===== config.mk =====
export PLATFORM = sky130hd
export DESIGN_NAME = scan_chain_tri
export DESIGN_NICKNAME = d
export VERILOG_FILES = /design/src/rtl/bsr_pkg.sv /design/src/rtl/bsr_ctrl.sv /design/src/rtl/bsr_chain.sv /design/src/rtl/bsr_update.sv /design/src/rtl/scan_chain_tri.sv
export SDC_FILE = /design/constraint.sdc
export NUM_CORES = 1
export LEC_CHECK = 0
export BUFFER_PORTS_ARGS = -buffer_cell sky130_fd_sc_hd__buf_2
export CAP_MARGIN = 20
export CORE_AREA = 8 8 148 150
export CTS_CLUSTER_SIZE = 8
export DETAILED_ROUTE_END_ITERATION = 8
export DIE_AREA = 0 0 156 158
export PLACE_DENSITY = 0.61
export SLEW_MARGIN = 20
export SYNTH_ARGS = -nofsm -noshare
export SYNTH_HDL_FRONTEND = slang
export SYNTH_SLANG_ARGS = --single-unit

===== constraint.sdc =====
create_clock -name tck -period 1.2 [get_ports tck]
set_clock_uncertainty 0.15 [all_clocks]
set_input_delay 0.12 -clock tck [delete_from_list [all_inputs] [get_ports tck]]
set_output_delay 0.12 -clock tck [all_outputs]
set_load 0.02 [all_outputs]

===== src/rtl/bsr_pkg.sv =====
package bsr_pkg;

    typedef enum logic [1:0] {
        OP_HOLD    = 2'd0,
        OP_CAPTURE = 2'd1,
        OP_SHIFT   = 2'd2,
        OP_UPDATE  = 2'd3
    } bsr_op_e;

    localparam logic [1:0] LVL_LOW  = 2'b00;
    localparam logic [1:0] LVL_HIGH = 2'b01;
    localparam logic [1:0] LVL_MID  = 2'b10;

    // upper comparator dominates, so an inconsistent pair reads as high
    function automatic logic [1:0] encode_level(input logic above_hi, input logic above_lo);
        logic [1:0] code;
        if (above_hi)      code = LVL_HIGH;
        else if (above_lo) code = LVL_MID;
        else               code = LVL_LOW;
        return code;
    endfunction

endpackage


===== src/rtl/bsr_ctrl.sv =====
module bsr_ctrl
    import bsr_pkg::*;
(
    input  logic    clk,
    input  logic    rst_n,
    input  logic    sel,
    input  logic    capture_dr,
    input  logic    shift_dr,
    input  logic    update_dr,
    output bsr_op_e op
);

    always_comb begin
        op = OP_HOLD;
        if (sel) begin
            unique case ({capture_dr, shift_dr, update_dr})
                3'b100:  op = OP_CAPTURE;
                3'b010:  op = OP_SHIFT;
                3'b001:  op = OP_UPDATE;
                default: op = OP_HOLD;
            endcase
        end
    end

    // the TAP is in one data-register state at a time
    AST_STROBE_ONEHOT: assert property (@(posedge clk) disable iff (!rst_n)
        $onehot0({capture_dr, shift_dr, update_dr}));

endmodule


===== src/rtl/bsr_chain.sv =====
module bsr_chain
    import bsr_pkg::*;
#(
    parameter int LEN = 198
) (
    input  logic           clk,
    input  logic           rst_n,
    input  bsr_op_e        op,
    input  logic           tdi,
    input  logic [LEN-1:0] cap_vec,
    output logic [LEN-1:0] sh_q,
    output logic           tdo
);

    logic [LEN-1:0] sh_d;

    always_comb begin
        unique case (op)
            OP_CAPTURE: sh_d = cap_vec;
            OP_SHIFT:   sh_d = {tdi, sh_q[LEN-1:1]};
            default:    sh_d = sh_q;
        endcase
    end

    always_ff @(posedge clk or negedge rst_n) begin
        if (!rst_n) sh_q <= '0;
        else        sh_q <= sh_d;
    end

    assign tdo = sh_q[0];

    AST_TDO_ADVANCE: assert property (@(posedge clk) disable iff (!rst_n)
        (op == OP_SHIFT) |=> (tdo == $past(sh_q[1])));

    AST_TAIL_FROM_TDI: assert property (@(posedge clk) disable iff (!rst_n)
        (op == OP_SHIFT) |=> (sh_q[LEN-1] == $past(tdi)));

    AST_CHAIN_HOLD: assert property (@(posedge clk) disable iff (!rst_n)
        (op == OP_HOLD || op == OP_UPDATE) |=> $stable(sh_q));

endmodule


===== src/rtl/bsr_update.sv =====
module bsr_update
    import bsr_pkg::*;
#(
    parameter int W = 8
) (
    input  logic         clk,
    input  logic         rst_n,
    input  bsr_op_e      op,
    input  logic [W-1:0] cell_bits,
    output logic [W-1:0] upd_q
);

    always_ff @(posedge clk or negedge rst_n) begin
        if (!rst_n)                upd_q <= '0;
        else if (op == OP_UPDATE)  upd_q <= cell_bits;
    end

    AST_UPD_HOLD: assert property (@(posedge clk) disable iff (!rst_n)
        (op != OP_UPDATE) |=> $stable(upd_q));

endmodule


===== src/rtl/scan_chain_tri.sv =====
module scan_chain_tri
    import bsr_pkg::*;
#(
    parameter int CHAIN_LEN = 198,
    parameter int N_OUT     = 8,
    parameter int N_IN      = 6,
    parameter int N_TRI     = 2
) (
    input  logic             tck,
    input  logic             tlr_n,
    input  logic             bsr_sel,
    input  logic             extest,
    input  logic             capture_dr,
    input  logic             shift_dr,
    input  logic             update_dr,
    input  logic             tdi,
    input  logic [N_OUT-1:0] out_func,
    input  logic [N_IN-1:0]  pin_in,
    input  logic [N_TRI-1:0] addr_above_hi,
    input  logic [N_TRI-1:0] addr_above_lo,
    output logic             tdo,
    output logic [N_OUT-1:0] out_pad
);

    localparam int IN_BASE  = N_OUT;
    localparam int TRI_BASE = N_OUT + N_IN;
    localparam int USED     = TRI_BASE + 2 * N_TRI;
    localparam int RSV      = CHAIN_LEN - USED;

    bsr_op_e              op;
    logic [CHAIN_LEN-1:0] cap_vec;
    logic [CHAIN_LEN-1:0] sh_q;
    logic [N_OUT-1:0]     upd_q;

    bsr_ctrl u_ctrl (
        .clk        (tck),
        .rst_n      (tlr_n),
        .sel        (bsr_sel),
        .capture_dr (capture_dr),
        .shift_dr   (shift_dr),
        .update_dr  (update_dr),
        .op         (op)
    );

    // capture picture: driven outputs, sensed inputs, encoded levels, zeros
    assign cap_vec[N_OUT-1:0]          = out_pad;
    assign cap_vec[TRI_BASE-1:IN_BASE] = pin_in;

    for (genvar j = 0; j < N_TRI; j++) begin : g_tri
        assign cap_vec[TRI_BASE+2*j+1 : TRI_BASE+2*j] =
            encode_level(addr_above_hi[j], addr_above_lo[j]);

        AST_TRI_NO_RSV_CODE: assert property (@(posedge tck) disable iff (!tlr_n)
            (op == OP_CAPTURE) |=> (sh_q[TRI_BASE+2*j+1 : TRI_BASE+2*j] != 2'b11));
    end

    if (RSV > 0) begin : g_rsv
        assign cap_vec[CHAIN_LEN-1:USED] = '0;

        AST_RSV_ZERO: assert property (@(posedge tck) disable iff (!tlr_n)
            (op == OP_CAPTURE) |=> (sh_q[CHAIN_LEN-1:USED] == '0));
    end

    bsr_chain #(.LEN(CHAIN_LEN)) u_chain (
        .clk     (tck),
        .rst_n   (tlr_n),
        .op      (op),
        .tdi     (tdi),
        .cap_vec (cap_vec),
        .sh_q    (sh_q),
        .tdo     (tdo)
    );

    bsr_update #(.W(N_OUT)) u_update (
        .clk       (tck),
        .rst_n     (tlr_n),
        .op        (op),
        .cell_bits (sh_q[N_OUT-1:0]),
        .upd_q     (upd_q)
    );

    always_comb begin
        if (extest) out_pad = upd_q;
        else        out_pad = out_func;
    end

    AST_EXT_AFTER_UPDATE: assert property (@(posedge tck) disable iff (!tlr_n)
        (op == OP_UPDATE) |=> (!extest || out_pad == $past(sh_q[N_OUT-1:0])));

endmodule


==> impl_results.rst, run 1 <==
.. list-table::
   :header-rows: 1

   * - Metric
     - Value
   * - Outcome
     - finished with violations
   * - Violations in the final reports
     - hold timing, setup timing
   * - FF-to-FF path depth
     - 3
   * - Footprint of the multi-input gates
     - 0.004436 mm^2
   * - Routability congestion estimate from global placement
     - 0.7109
   * - Number of optimization iterations in the first detailed-route pass
     - 5
   * - Proportion of synthesized chip area in sequential cells
     - 0.5955
   * - Required time at the endpoint of the critical path
     - 0.93 ns
   * - Max clock buf depth
     - 3
   * - Worst slew margin relative to its limit
     - 0.7501
   * - Combinational share of power
     - 0.229
   * - Effective utilization at floorplan
     - 0.4391
   * - Kind of critical path
     - reg -> out
   * - Terminating pin of the worst hold path
     - u_chain.sh_q[3]
   * - Final Net Count
     - ~1100
   * - Maximum capacitance violations
     - 0
   * - Endpoint kind of the worst setup timing path
     - output port
   * - Avg Vias per Cell
     - 5.801
   * - Clock latency at the later pin of the worst-skew pair
     - 0.55 ns
   * - Pin slew with the least headroom to its limit
     - 0.3748 ns
   * - Full die area
     - around 0.025 mm^2
   * - H-tree levels
     - 1
   * - Number of nets with antenna violations after routing
     - 0
   * - Count of final max-slew check failures
     - 0
   * - Routed wire length on met2
     - approximately 17000 um
   * - GR Overflow Total
     - 0
   * - Power density cells
     - around 1300 mW/mm^2
   * - Top area cells in the synthesized netlist
     - sky130_fd_sc_hd__dfrtp_1 60%, sky130_fd_sc_hd__nand3_1 10%, sky130_fd_sc_hd__o21ai_1 10%
   * - Floorplan Core Area
     - about 0.02 mm^2
   * - Internal power contribution
     - 13.86 mW
   * - Boundary Pins
     - 35
   * - CTS Sinks
     - 206
   * - CTS clock-pin slew for the worst setup and hold paths
     - ~0.050 ns
   * - Most used flip-flop cell after synthesis
     - sky130_fd_sc_hd__dfrtp_1
   * - Share of synthesized flip-flops with an asynchronous set or reset
     - 1.000
   * - Switching power
     - 5.297 mW
   * - Post-synthesis area per instance
     - 9.673 um^2
   * - Post-route DRC violation count
     - 0
   * - Type of the worst min-delay path
     - in -> reg
   * - Critical path arrival
     - approximately 1.4 ns
   * - Setup-violating endpoint count in the final report
     - 207
   * - Layout area overhead
     - 74.46%
   * - IR Drop Worst-Case VDD
     - 1.077 mV
   * - Worst-case hold slack
     - -0.1450 ns
   * - Unique masters post-synth
     - 24
   * - Unrepaired setup endpoints after global routing
     - yes
   * - Critical R2R Capture
     - u_chain.sh_q[0]
   * - Part of the power in the clock network
     - 0.384
   * - Number of clock buffers inserted by TritonCTS
     - 29
   * - Worst Setup Slack, final
     - -0.4488 ns
   * - Hold wc startpoint
     - out_func[3]
   * - Number of endpoints with negative hold slack in the final report
     - 26
   * - Routed WL per cell
     - 23.80 um
   * - FF+latch area
     - 0.005156 mm^2
   * - Min cycle time layout
     - 1.649 ns
   * - Maximum fanout count along the critical path
     - 2
   * - GRT Total Usage
     - 0.2168
   * - Reg-to-Reg Start
     - u_update.upd_q[0]
   * - Number of enable flip-flop cells after synthesis
     - 0
   * - Clock Root Buffer
     - sky130_fd_sc_hd__clkbuf_16
   * - Vias in the first global route
     - between 7000 and 8000
   * - Highest metal layer with signal wires
     - met4
   * - Fraction of power spent switching nets
     - 0.2765
   * - Number of cells produced by synthesis
     - 895
   * - R2r setup slk
     - -0.21 ns
   * - Flip-flop and latch count after synthesis
     - 206
   * - Share of total power in sequential cells
     - 0.387
   * - Via Count
     - just under 8000
   * - Number of nets produced by synthesis
     - 923
   * - Synthesis warning total
     - 0
   * - Number of buffers inserted for hold repair after clock tree synthesis
     - 12
   * - First-pass GRT wire length
     - 42250 um
   * - Final TNS setup
     - -36.64 ns
   * - Leakage component of the power
     - 6.115 nW
   * - Most common cell in the synthesized netlist
     - sky130_fd_sc_hd__dfrtp_1
   * - Horiz. Die Dim
     - between 150 and 200 um
   * - Ratio of cells with drive above 1 in the final layout
     - 0.5456
   * - Row Count
     - 52
   * - Category of the worst setup path launch point
     - flop
   * - Number of design-rule violations left by the first detailed-router iteration
     - roughly 520
   * - Highest attainable clock frequency
     - 606.5 MHz
   * - Total design power
     - 19.15 mW
   * - Utilization after layout
     - 0.7661
   * - # port buffers
     - 34
   * - Die outline height
     - 158 um
   * - Synth area leader
     - sky130_fd_sc_hd__dfrtp_1
   * - Final worst-path cycle share
     - 1.374
   * - Pin count of the biggest net entering global routing
     - 45
   * - Top-area cell type share of the netlist area
     - 0.5955
   * - Hpwl dp
     - 9415 um
   * - Initial antenna violation count
     - 2
   * - Filler cell count
     - 990
   * - Post-synthesis cell area
     - 0.008657 mm^2
   * - Clock tree from TritonCTS
     - built
   * - Number of cells on the worst hold path
     - 3
   * - Most used standard cells in the synthesized netlist
     - 206 x sky130_fd_sc_hd__dfrtp_1, 180 x sky130_fd_sc_hd__inv_1, 180 x sky130_fd_sc_hd__nand3_1, 180 x sky130_fd_sc_hd__o21ai_1, 61 x sky130_fd_sc_hd__buf_2
   * - Met1 WL
     - approximately 12000 um
   * - Final routed wirelength across all metal layers
     - ~32000 um
   * - Detail Route met3 WL
     - about 1700 um
## cells by family after synthesis
group / Yosys count / synth area share
XOR/XNOR: 2 / 0.002024
AND/OR/NAND/NOR: 214 / 0.1263
adder cells (fa/ha/maj): 2 / 0.002890
flip-flops: 206 / 0.5955
multiplexers: 24 / 0.03353
buffers and inverters: 249 / 0.1215
AO/OA/AOI/OAI: 198 / 0.1182
## repair_timing
| action | 4_1_cts | 5_1_grt |
|---|---|---|
| resized for setup | 321 | 256 |
| endpoints found under the setup margin | 177 | 207 |
| setup buffers | 55 | 17 |
| endpoints found under the hold margin | 225 | 26 |
| pin swaps | 82 | 78 |
| cloned | 52 | 22 |
## per-stage QoR
step | setup slack [ns] | hold slack (ns) | cells | instance area [um^2]
after detailed placement | -0.6636 | -0.1263 | 1175 | 9408
after global placement | -0.6458 | -0.1262 | 1175 | 9408
final | -0.4488 | -0.1450 | 1346 | 15100
after CTS | -0.4239 | -0.2104 | 1324 | 13490
after global routing | -0.4712 | -0.1489 | 1346 | 15100
after floorplan | -0.4295 | -0.3256 | 895 | 8751
## how the worst max path moves through the flow
stage | to | cells past startpoint | startpoint
finish | out_pad[1] | 2 | u_update.upd_q[1]
global route | out_pad[1] | 2 | u_update.upd_q[1]
CTS | out_pad[1] | 2 | u_update.upd_q[1]
detailed placement | u_chain.sh_q[10] | 8 | update_dr
global placement | u_chain.sh_q[9] | 8 | update_dr
floorplan | u_chain.sh_q[0] | 7 | capture_dr
## layer usage
metal | track usage | vias to the layer above
li1 | - | 3282
met1 | 0.2559 | 4014
met2 | 0.3852 | 372
met3 | 0.03276 | 140
met4 | 0.09658 | 0
met5 | 0 | -
## cell type report
cell class	instances	share of cell area
multi-input combinational	440	0.2937
antenna	2	0.0003314
inverter	180	0.04474
clock buffer	30	0.04896
clock inverter	1	0.0005799
tap	270	0.02237
sequential	206	0.3414
timing repair buffer	217	0.2480
## sequential cells by signal, summed over array words and instances, names as in the netlist
name / count
u_chain.sh_q: 198
u_update.upd_q: 8
## worst max-delay path: stages, from the launching register on
cell and delay (ns):
sky130_fd_sc_hd__dfrtp_1 0.42, sky130_fd_sc_hd__mux2_4 0.28, sky130_fd_sc_hd__buf_6 0.13
## cell usage in the layout, fill, tap and decap left out, types with 21 or more instances in the layout
master and count:
sky130_fd_sc_hd__o21ai_1 43, sky130_fd_sc_hd__nand3_2 121, sky130_fd_sc_hd__buf_2 21, sky130_fd_sc_hd__dfrtp_1 205, sky130_fd_sc_hd__o21ai_2 128, sky130_fd_sc_hd__inv_1 180
sky130_fd_sc_hd__buf_4 22, sky130_fd_sc_hd__clkbuf_16 48, sky130_fd_sc_hd__buf_6 32, sky130_fd_sc_hd__buf_12 43, sky130_fd_sc_hd__nand3_4 50, sky130_fd_sc_hd__buf_16 51
## power groups by stage
stage          Combinational, mW  Sequential [mW]  Clock (mW)
3_5_place_dp                1.55             7.45           0
2_1_floorplan               1.03             7.40           0
3_3_place_gp                1.54             7.45           0
4_1_cts                     3.55             7.34        7.23
6_report                    4.39             7.41        7.36
5_1_grt                     4.54             7.41        7.66
No activity file was read; power rests on OpenSTA's default activity.
==> run 2, diff against run 1 <==
--- a/config.mk
+++ b/config.mk
@@ -7,12 +7,15 @@
 export LEC_CHECK = 0
 export BUFFER_PORTS_ARGS = -buffer_cell sky130_fd_sc_hd__buf_2
 export CAP_MARGIN = 20
-export CORE_AREA = 8 8 148 150
+export CORE_AREA = 8 8 156 158
 export CTS_CLUSTER_SIZE = 8
 export DETAILED_ROUTE_END_ITERATION = 8
-export DIE_AREA = 0 0 156 158
-export PLACE_DENSITY = 0.61
+export DIE_AREA = 0 0 164 166
+export HOLD_SLACK_MARGIN = 0.03
+export PLACE_DENSITY = 0.6
+export SETUP_SLACK_MARGIN = 0.15
 export SLEW_MARGIN = 20
 export SYNTH_ARGS = -nofsm -noshare
 export SYNTH_HDL_FRONTEND = slang
+export SYNTH_HIERARCHICAL = 1
 export SYNTH_SLANG_ARGS = --single-unit
==> impl_results.rst, run 2 <==
.. list-table::
   :header-rows: 1

   * - Metric
     - Value
   * - Critical R2R Capture
     - u_chain/sh_q[4]
   * - Worst Setup Slack, final
     - -0.4458 ns
   * - Unique masters post-synth
     - 19
   * - Post-Synth Adder-Cell Area
     - 0.001294
   * - Initial antenna violation count
     - 0
   * - Xor and xnor fraction of the mapped netlist area
     - 0.001811
   * - Synth Area in Compound Gates
     - 0.1025
   * - Post-synthesis area per instance
     - 10.72 um^2
   * - Full die area
     - 0.02722 mm^2
   * - Most used standard cells in the synthesized netlist
     - 206 x sky130_fd_sc_hd__dfrtp_1, 198 x sky130_fd_sc_hd__mux2i_1, 198 x sky130_fd_sc_hd__nand2_1
   * - Number of flip-flops in the largest register
     - around 200
   * - Via Count
     - 8004
   * - Most common library cell in the layout ignoring fill and taps
     - sky130_fd_sc_hd__dfrtp_1
   * - Type of the worst min-delay path
     - in -> reg
   * - Final worst-path cycle share
     - 1.372
   * - Pin count of the biggest net entering global routing
     - between 40 and 50
   * - Synthesis warning total
     - 6
   * - Count of placed standard cells in the final layout, fillers left out
     - 1546
   * - Mux share of post-synthesis cell area
     - 0.2266
   * - Proportion of synthesized chip area in sequential cells
     - 0.5330
   * - Layout area overhead
     - 71.07%
   * - Effective utilization at floorplan
     - 0.4378
   * - Clock latency at the later pin of the worst-skew pair
     - 0.55 ns
   * - Worst setup path end
     - out_pad[6]
   * - Final routed wirelength across all metal layers
     - between 30000 and 40000 um
   * - Endpoint kind of the worst setup timing path
     - output port
   * - Worst-case hold slack
     - -0.1384 ns
   * - Floorplan Core Area
     - about 0.022 mm^2
   * - Most used flip-flop cell after synthesis
     - sky130_fd_sc_hd__dfrtp_1
   * - Count of final max-slew check failures
     - 0
   * - R2r setup slk
     - -0.24 ns
   * - Unrepaired setup endpoints after global routing
     - yes
   * - H-tree levels
     - 1
   * - Most common cell in the synthesized netlist
     - sky130_fd_sc_hd__dfrtp_1
   * - Top area cells in the synthesized netlist
     - sky130_fd_sc_hd__dfrtp_1 53%, sky130_fd_sc_hd__mux2i_1 20%, sky130_fd_sc_hd__nand2_1 7.7%
   * - Clock Root Buffer
     - sky130_fd_sc_hd__clkbuf_16
   * - GR Overflow Total
     - 0
   * - Reg-to-Reg Start
     - u_update/upd_q[4]
   * - Part of the power in the clock network
     - 0.280
   * - Highest attainable clock frequency
     - 607.6 MHz
   * - Number of cells produced by synthesis
     - 902
   * - Routed WL per cell
     - 19.82 um
   * - Synth area leader
     - sky130_fd_sc_hd__dfrtp_1
   * - Share of synthesized flip-flops with an asynchronous set or reset
     - 1.000
   * - Maximum fanout count along the critical path
     - 2
   * - Avg Vias per Cell
     - around 5.2
   * - Min cycle time layout
     - 1.646 ns
   * - Vias in the first global route
     - 8508
   * - Outcome
     - finished with violations
   * - Largest family of logic cells by synthesized area
     - multiplexers
   * - Setup-violating endpoint count in the final report
     - 207
   * - Leakage component of the power
     - 7.457 nW
   * - Post-route DRC violation count
     - 0
   * - CTS clock-pin slew for the worst setup and hold paths
     - 0.06 ns
   * - Number of nets with antenna violations after routing
     - 0
   * - Boundary Pins
     - 35
   * - Number of buffers inserted for hold repair after clock tree synthesis
     - 12
   * - GRT Total Usage
     - 0.1983
   * - Category of the worst setup path launch point
     - flop
   * - Critical path arrival
     - roughly 1.4 ns
   * - FF-to-FF path depth
     - 5
   * - Row Count
     - 55
   * - Horiz. Die Dim
     - 164 um
   * - Post-synthesis cell area
     - 0.009672 mm^2
   * - Share of total power in sequential cells
     - 0.407
   * - Slowest cell on the critical path
     - sky130_fd_sc_hd__dfrtp_1
   * - Fraction of power spent switching nets
     - 0.3230
   * - Clock tree from TritonCTS
     - built
   * - Final Net Count
     - 1287
   * - Required time at the endpoint of the critical path
     - 0.93 ns
   * - Switching power
     - 8.364 mW
   * - Ratio of cells with drive above 1 in the final layout
     - 0.4520
   * - Kind of critical path
     - reg -> out
   * - Max clock buf depth
     - 3
   * - Maximum capacitance violations
     - 0
   * - CTS Sinks
     - ~210
   * - # port buffers
     - 34
   * - Cell count after placement
     - 1370
   * - Crit-path cells
     - mux2_4 > buf_6
   * - Top flop regs
     - u_chain/sh_q: 198 flops, u_update/upd_q: 8 flops
   * - Critical Path Source
     - u_update/upd_q[6]
   * - Number of enable flip-flop cells after synthesis
     - 0
   * - Top-area cell type share of the netlist area
     - 0.5330
   * - First-pass GRT wire length
     - 44320 um
   * - Worst path max stage delay
     - 0.40 ns
   * - Hpwl dp
     - around 10000 um
   * - Combinational share of power
     - 0.313
   * - Die outline height
     - approximately 170 um
   * - ANT cells
     - 0
   * - Register containing the most flip-flops in the final layout
     - u_chain/sh_q
   * - Flip-flop and latch count after synthesis
     - between 200 and 250
   * - IR Drop Worst-Case VDD
     - around 1.4 mV
   * - Routability congestion estimate from global placement
     - roughly 0.69
   * - Number of clock buffers inserted by TritonCTS
     - 29
   * - Number of design-rule violations left by the first detailed-router iteration
     - between 200 and 300
   * - Internal power contribution
     - ~18 mW
   * - Utilization after layout
     - 0.7490
   * - Violations in the final reports
     - hold timing, setup timing
   * - Number of endpoints with negative hold slack in the final report
     - 20
   * - Total design power
     - ~26 mW
   * - Most used cells in the layout excluding fill and tap cells
     - 206 x sky130_fd_sc_hd__dfrtp_1, 181 x sky130_fd_sc_hd__mux2i_1, 180 x sky130_fd_sc_hd__conb_1, 137 x sky130_fd_sc_hd__o21ai_2, 81 x sky130_fd_sc_hd__buf_16
   * - Filler cell count
     - 1211
   * - Power density cells
     - 1565 mW/mm^2
   * - Number of optimization iterations in the first detailed-route pass
     - 4
   * - Simple logic cell fraction of the synthesized area
     - 0.08034
==> run 2: cell count changes in the layout (fill, tap and decap cells not counted), sizes merged, moves of 18 or more <==
cell	delta
o21ai	+18
buf	+25
inv	-179
conb	+180
nand3	-180
mux2i	+190
nand2	+197
==> run 2: cell families after synthesis <==
logic type,after synthesis
multiplexers,214
AND/OR/NAND/NOR,203
other,1
adder cells (fa/ha/maj),1
buffers and inverters,77
flip-flops,206
XOR/XNOR,2
AO/OA/AOI/OAI,198
==> run 2: final cells by class <==
type                       instances  area [um^2]  area share
multi-input combinational        798         6175      0.3732
sequential                       206         5155      0.3116
timing repair buffer             224         4114      0.2486
clock buffer                      31        733.2     0.04431
tap                              285        356.6     0.02155
clock inverter                     1        8.758   0.0005293
inverter                           1        3.754   0.0002269
==> run 2: worst max-delay path, delay by kind of cell, from the launching register on <==
| family | cells | cell delay, ns |
|---|---|---|
| flops | 1 | 0.40 |
| mux | 1 | 0.28 |
| buf+inv | 1 | 0.14 |
==> run 2: through the flow <==
step	worst slack (ns)	hold slack (ns)	area [um^2]	setup TNS, ns
after detailed placement	-0.6562	-0.1228	11040	-120.98
final	-0.4458	-0.1384	16550	-44.01
after global placement	-0.5992	-0.1186	11040	-112.89
after global routing	-0.4774	-0.1347	16550	-50.47
after floorplan	-0.3787	-0.3256	10770	-70.83
after CTS	-0.4324	-0.1658	15650	-26.74
==> run 2: routing by layer <==
| metal | up-vias | wire (um) | GRT usage |
|---|---|---|---|
| li1 | 3674 | - | - |
| met1 | 4061 | 12310 | 0.2484 |
| met2 | 189 | 16090 | 0.3395 |
| met3 | 80 | 1190 | 0.03818 |
| met4 | 0 | 1058 | 0.05852 |
| met5 | - | 0 | 0 |
==> run 2: how the worst min path moves through the flow <==
stage | from | endpoint | slack [ns] | cells after the start
after floorplan | tlr_n | u_chain/sh_q[0] | -0.33 | 0
final | out_func[6] | u_chain/sh_q[6] | -0.14 | 4
after CTS | out_func[6] | u_chain/sh_q[6] | -0.17 | 4
after global routing | out_func[6] | u_chain/sh_q[6] | -0.13 | 4
after global placement | tlr_n | u_chain/sh_q[119] | -0.12 | 1
after detailed placement | tlr_n | u_chain/sh_q[124] | -0.12 | 1
==> run 2: power by group through the flow <==
stage	Clock [mW]	Combinational [mW]	Sequential [mW]
after floorplan	0	3.08	9.63
after global placement	0	3.54	9.87
after detailed placement	0	3.66	9.92
after CTS	7.32	6.76	10.1
after global routing	7.70	8.62	10.7
final	7.26	8.10	10.5
==> run 2: what timing repair did <==
item | 4_1_cts | 5_1_grt
cloned | 70 | 1
pin swaps | 144 | 47
gates resized for setup | 393 | 183
endpoints found under the setup margin | 207 | 207
setup buffers | 51 | 10
endpoints found under the hold margin | 225 | 21
